**src/rtl/sdram_init_pkg.sv**
```systemverilog
package sdram_init_pkg;

    typedef enum logic [2:0] {
        ST_WAIT,
        ST_PRE,
        ST_REF,
        ST_MRS,
        ST_GAP,
        ST_READY
    } init_state_t;

    typedef struct packed {
        logic [2:0] cas_code;
        logic [2:0] bl_code;
        logic       interleave;
        logic       single_write;
        logic       refresh_first;
    } init_cfg_t;

    typedef struct packed {
        logic cs_n;
        logic ras_n;
        logic cas_n;
        logic we_n;
    } cmd_pins_t;

    localparam cmd_pins_t CMD_DESEL = 4'b1111;
    localparam cmd_pins_t CMD_NOP   = 4'b0111;
    localparam cmd_pins_t CMD_PRE   = 4'b0010;
    localparam cmd_pins_t CMD_REF   = 4'b0001;
    localparam cmd_pins_t CMD_MRS   = 4'b0000;

    localparam int ADDR_W = 12;
    localparam int BANK_W = 2;
    localparam int PRE_ALL_BIT = 10;

    // Mode word layout: [2:0] burst length, [3] burst type,
    // [6:4] CAS latency, [9] write-burst mode, remaining bits zero.
    function automatic logic [ADDR_W-1:0] build_mode_word(input init_cfg_t c);
        logic [ADDR_W-1:0] w;
        w      = '0;
        w[2:0] = c.bl_code;
        w[3]   = c.interleave;
        w[6:4] = c.cas_code;
        w[9]   = c.single_write;
        return w;
    endfunction

    // Picks the step that follows a finished gap or a mode write.
    function automatic init_state_t pick_next(input logic more_refs,
                                              input logic mode_done,
                                              input logic ref_first);
        if (more_refs && (ref_first || mode_done))
            return ST_REF;
        else if (!mode_done)
            return ST_MRS;
        else
            return ST_READY;
    endfunction

endpackage

```
**src/rtl/sdram_init_timer.sv**
```systemverilog
module sdram_init_timer #(
    parameter int CNT_W = 16
) (
    input  logic             clk,
    input  logic             load,
    input  logic [CNT_W-1:0] load_val,
    output logic             zero
);
    logic [CNT_W-1:0] cnt_q;

    always_ff @(posedge clk) begin
        if (load)
            cnt_q <= load_val;
        else if (cnt_q != '0)
            cnt_q <= cnt_q - 1'b1;
    end

    assign zero = (cnt_q == '0);
endmodule

```
**src/rtl/sdram_init_mode_enc.sv**
```systemverilog
module sdram_init_mode_enc
    import sdram_init_pkg::*;
(
    input  init_cfg_t         cfg,
    output logic [ADDR_W-1:0] mode_word
);
    always_comb mode_word = build_mode_word(cfg);
endmodule

```
**src/rtl/sdram_init_cmd_drive.sv**
```systemverilog
module sdram_init_cmd_drive
    import sdram_init_pkg::*;
(
    input  init_state_t       state,
    input  logic              clk_en,
    input  logic [ADDR_W-1:0] mode_word,
    output cmd_pins_t         pins,
    output logic [BANK_W-1:0] bank,
    output logic [ADDR_W-1:0] addr
);
    always_comb begin
        pins = CMD_NOP;
        bank = '0;
        addr = '0;
        if (!clk_en) begin
            pins = CMD_DESEL;
        end else begin
            unique case (state)
                ST_PRE: begin
                    pins              = CMD_PRE;
                    addr[PRE_ALL_BIT] = 1'b1;
                end
                ST_REF: pins = CMD_REF;
                ST_MRS: begin
                    pins = CMD_MRS;
                    addr = mode_word;
                end
                default: pins = CMD_NOP;
            endcase
        end
    end
endmodule

```
**src/rtl/sdram_init_seq.sv**
```systemverilog
module sdram_init_seq
    import sdram_init_pkg::*;
#(
    parameter int WAIT_W      = 16,
    parameter int TRP_CYC     = 2,
    parameter int TRFC_CYC    = 6,
    parameter int NUM_REFRESH = 2
) (
    input  logic              clk,
    input  logic              rst,
    input  logic [WAIT_W-1:0] wait_cycles,
    input  logic [2:0]        cas_lat_code,
    input  logic [2:0]        burst_len_code,
    input  logic              burst_interleave,
    input  logic              write_single,
    input  logic              refresh_first,
    output logic              cke,
    output logic              cs_n,
    output logic              ras_n,
    output logic              cas_n,
    output logic              we_n,
    output logic [1:0]        bank,
    output logic [11:0]       addr,
    output logic              ready
);
    localparam int REF_W = $clog2(NUM_REFRESH + 1);
    localparam logic [WAIT_W-1:0] TRP_LOAD  = WAIT_W'(TRP_CYC - 1);
    localparam logic [WAIT_W-1:0] TRFC_LOAD = WAIT_W'(TRFC_CYC - 1);
    localparam logic [REF_W-1:0]  REF_INIT  = REF_W'(NUM_REFRESH);

    init_state_t      state_q;
    init_cfg_t        cfg_q;
    logic [REF_W-1:0] refs_left_q;
    logic             mode_done_q;
    logic             cke_q;
    logic             t_load;
    logic [WAIT_W-1:0] t_val;
    logic             t_zero;
    logic [ADDR_W-1:0] mode_word;
    cmd_pins_t        pins;

    // Timer reload: pause length during reset, recovery gaps after commands
    always_comb begin
        t_load = 1'b1;
        t_val  = '0;
        if (rst)
            t_val = wait_cycles;
        else if (state_q == ST_PRE)
            t_val = TRP_LOAD;
        else if (state_q == ST_REF)
            t_val = TRFC_LOAD;
        else
            t_load = 1'b0;
    end

    sdram_init_timer #(.CNT_W(WAIT_W)) timer_i (
        .clk      (clk),
        .load     (t_load),
        .load_val (t_val),
        .zero     (t_zero)
    );

    always_ff @(posedge clk) begin
        if (rst) begin
            state_q     <= ST_WAIT;
            refs_left_q <= REF_INIT;
            mode_done_q <= 1'b0;
            cke_q       <= 1'b0;
            cfg_q       <= '{cas_code:      cas_lat_code,
                             bl_code:       burst_len_code,
                             interleave:    burst_interleave,
                             single_write:  write_single,
                             refresh_first: refresh_first};
        end else begin
            cke_q <= 1'b1;
            unique case (state_q)
                ST_WAIT:  if (t_zero) state_q <= ST_PRE;
                ST_PRE:   state_q <= ST_GAP;
                ST_REF: begin
                    state_q     <= ST_GAP;
                    refs_left_q <= refs_left_q - 1'b1;
                end
                ST_GAP: if (t_zero)
                    state_q <= pick_next(refs_left_q != '0, mode_done_q,
                                         cfg_q.refresh_first);
                ST_MRS: begin
                    mode_done_q <= 1'b1;
                    state_q     <= pick_next(refs_left_q != '0, 1'b1,
                                             cfg_q.refresh_first);
                end
                default: state_q <= ST_READY;
            endcase
        end
    end

    sdram_init_mode_enc mode_i (
        .cfg       (cfg_q),
        .mode_word (mode_word)
    );

    sdram_init_cmd_drive drive_i (
        .state     (state_q),
        .clk_en    (cke_q),
        .mode_word (mode_word),
        .pins      (pins),
        .bank      (bank),
        .addr      (addr)
    );

    assign cke   = cke_q;
    assign cs_n  = pins.cs_n;
    assign ras_n = pins.ras_n;
    assign cas_n = pins.cas_n;
    assign we_n  = pins.we_n;
    assign ready = (state_q == ST_READY);
endmodule

```
**config.mk**
```make
export PLATFORM = sky130hd
export DESIGN_NAME = sdram_init_seq
export DESIGN_NICKNAME = d
export VERILOG_FILES = /design/src/rtl/sdram_init_pkg.sv /design/src/rtl/sdram_init_timer.sv /design/src/rtl/sdram_init_mode_enc.sv /design/src/rtl/sdram_init_cmd_drive.sv /design/src/rtl/sdram_init_seq.sv
export SDC_FILE = /design/constraint.sdc
export NUM_CORES = 1
export LEC_CHECK = 0
export ABC_CLOCK_PERIOD_IN_PS = 3980
export BUFFER_PORTS_ARGS = -buffer_cell sky130_fd_sc_hd__buf_4
export CORE_ASPECT_RATIO = 1.75
export CORE_UTILIZATION = 56
export DETAILED_ROUTE_END_ITERATION = 8
export HOLD_SLACK_MARGIN = 0.03
export PLACE_DENSITY = 0.95
export SYNTH_ARGS = -nofsm -noshare
export SYNTH_HDL_FRONTEND = slang
export SYNTH_SLANG_ARGS = --single-unit
```
**constraint.sdc**
```tcl
create_clock -name clk -period 3.98 [get_ports clk]
set_input_delay 0.398 -clock clk [delete_from_list [all_inputs] [get_ports clk]]
set_output_delay 0.398 -clock clk [all_outputs]
set_load 0.02 [all_outputs]
```
==> impl_metrics.py <==
metrics = {
    "layout": {
        "drive_gt1_share_pct": 28.0,
        "antenna_cells": 0,
        "layout_common_cells": "buf_4, edfxtp_1, nand2_1",
        "area_delta_synth_final_pct": 23.0,
        "final_common_cell": "buf_4",
        "nNetsFinal": 235,
        "fillers": 228,
        "fin_cells": 235,
        "final_area_sq_um": 2130,
    },
    "grt": {
        "grt_pass1_wl_um": 5570,
        "antenna_found_initial": 0,
        "grt_max_degree": 33,
        "grt_use_total_pct": 23.5,
        "grt_pass1_vias": 1319,
        "overflow": 0,
    },
    "yosys": {
        "synth_warnings": 0,
        "ys.flop_type": "edfxtp_1",
        "syn_inst": 167,
        "ys_ff_latch": 32,
        "synth.distinct_cells": 44,
        "synthArstFlopShare_pct": 0,
        "avgSynthCellArea_sq_um": 10.4,
        "yosysSeqAreaShare_pct": 51.4,
        "synth-edff-count": 25,
        "syn_area_sq_um": 1730,
    },
    "worst_setup_path": {
        "timing.rr.start": "timer_i.cnt_q[0]",
        "crit_path_max_fanout": 16,
        "cp-end-kind": "register",
        "r2r-end": "timer_i.cnt_q[0]",
        "crit_path_frequent_cell": "nand2_1",
        "cp.required_ns": 3.86,
        "critPathLaunchType": "register",
        "crit_type": "register to register",
        "crit_chain": "inv_1 -> ha_1 -> nor3b_2 -> nand2_1 -> nor3_1 -> nand2_1",
        "cp_slowest_stage_delay_ns": 0.48,
        "arrival_ns": 2.33,
        "critical_path.slowest_cell": "nand2_1",
        "reg2reg_depth": 6,
        "reg2reg_setup_slack_ns": 1.52,
    },
    "worst_hold_path": {
        "min_from": "write_single",
        "hold_path_depth": 1,
        "hold_path.class": "input pin to register",
        "whs_endpoint": "cfg_q[1]",
    },
    "floorplanning": {
        "die_w_um": 44.0,
        "coreArea_sq_um": 2930,
        "rows": 26,
        "die_height_um": 75.6,
        "die_area_sq_um": 3330,
        "initial_core_util_pct": 59.1,
        "io_pins": 47,
    },
    "drt": {
        "vias": 1402,
        "drt_iter0_drc": 48,
        "drc_errors": 0,
        "via_per_inst": 5.97,
        "routed_wl_um": 3410,
        "wl_per_cell_um": 14.5,
        "drt_pass1_iterations": 6,
        "ant_nets": 0,
    },
    "place": {
        "hpwl_um": 2370,
        "port_buffers": 41,
        "dpl.cell_count": 227,
        "gp_congestion": 0.813,
        "dpl-instance-area_sq_um": 2020,
    },
    "sta": {
        "finalSetupTns_ns": 0,
        "drv_slew": 0,
        "final-hold-violation-count": 0,
        "tightestPinTransition_ns": 0.687,
        "fmax_mhz": 407,
        "final.min_clock_period_ns": 2.46,
        "max_slew_margin_pct": 54.1,
        "finalCritPeriodShare_pct": 61.7,
        "grt_setup_unrepaired": "false",
        "setup_viol": 0,
        "clock_skew_ns": 0.00725,
    },
    "clocking": {
        "clockBufferDepth": 2,
        "numCtsBuffers": 5,
        "clkTransAtPathRegs_ns": 0.07,
        "cts_sinks": 32,
        "cts-hold-fix-buffers": 0,
        "root_buffer": "clkbuf_8",
        "cts_tree": "yes",
        "cts_max_level": 2,
        "cts.repair.resized": 0,
        "insertion_delay_ns": 0.29,
        "cts_setup_buffers": 0,
    },
    "power_and_ir_drop": {
        "power_density_nw_per_um2": 385,
        "p_leak_nw": 0.884,
        "max-vdd-ir-drop_v": 0.000339,
    },
    "flow_run": {
        "cap_violations": 0,
    },
    "run_status": {
        "status": "complete, no violations",
    },
}
how the worst max path moves through the flow:
stage / from / endpoint / slack [ns] / depth (start not counted)
final: timer_i.cnt_q[0] / timer_i.cnt_q[0] / 1.52 / 6
after global routing: timer_i.cnt_q[0] / timer_i.cnt_q[2] / 1.33 / 6
after CTS: timer_i.cnt_q[0] / timer_i.cnt_q[2] / 1.52 / 6
after detailed placement: timer_i.cnt_q[0] / timer_i.cnt_q[4] / 1.56 / 6
after global placement: timer_i.cnt_q[0] / timer_i.cnt_q[0] / 1.72 / 6
after floorplan: timer_i.cnt_q[0] / timer_i.cnt_q[0] / 1.98 / 6
where the power goes:
| part | switching, mW | internal (mW) |
|---|---|---|
| Clock | 0.124 | 0.185 |
| Sequential | 0.0271 | 0.392 |
| Combinational | 0.0444 | 0.0477 |
| Total | 0.196 | 0.625 |
layout make-up:
class / count / area, sq um / share of cell area [%]
clock inverter: 3 / 42.5 / 2.00
sequential: 32 / 891 / 41.8
multi-input combinational: 118 / 756 / 35.5
clock buffer: 5 / 68.8 / 3.23
timing repair buffer: 41 / 308 / 14.4
inverter: 8 / 30.0 / 1.41
tap: 28 / 35.0 / 1.64
per-stage QoR:
stage / utilization [%] / hold WS [ns] / power [mW] / setup slack, ns
2_1_floorplan: - / 0.459 / 0.482 / 1.98
3_3_place_gp: 69.0 / 0.475 / 0.512 / 1.72
3_5_place_dp: 69.0 / 0.491 / 0.517 / 1.56
4_1_cts: 72.8 / 0.270 / 0.829 / 1.52
5_1_grt: 72.8 / 0.262 / 0.856 / 1.33
6_report: 72.8 / 0.279 / 0.821 / 1.52
cells by family after synthesis:
group,share of synthesized area (%)
and+or+nand+nor,21.7
adders and majority gates,1.44
xor gates and xnor gates,6.07
buffers and inverters,5.78
AOI/OAI and AO/OA,13.3
other,0.217
DFF,51.4
synth_stat cells, types with 2 or more instances:
library cell  instances  area (sq um)
edfxtp_1             25           751
nand2_1              20          75.1
nor2_1               12          45.0
and3_1               10          62.6
o21ai_0               9          45.0
inv_1                 8          30.0
dfxtp_1               7           140
xnor2_1               7          61.3
a21oi_1               6          30.0
clkbuf_1              6          22.5
buf_4                 5          37.5
nor3_1                5          25.0
xor2_1                5          43.8
o21ai_1               3          15.0
o311ai_0              3          26.3
a21o_1                2          15.0
buf_2                 2          10.0
ha_1                  2          25.0
nor2b_1               2          12.5
nor3b_1               2          15.0
nor4_2                2          25.0
or4_1                 2          15.0
state kept, by name, indices dropped and copies added, names as in the netlist:
register and flops:
timer_i.cnt_q 16, mode_done_q 1, state_q 3, cke 1, refs_left_q 2, cfg_q 9
worst max-delay path: cells and delay by family, from the launching register on:
family | cells | cell delay (ns)
simple gates | 4 | 1.37
fa+ha+maj | 1 | 0.17
buf+inv | 1 | 0.08
flops | 1 | 0.42
metal layers:
layer	global-route usage, %	vias up	part of all wire [%]
li1	-	674	-
met1	24.1	662	37
met2	39.4	55	55
met3	8.29	11	5.0
met4	15.8	0	3.3
met5	0	-	0
No activity file was read; power rests on OpenSTA's default activity.
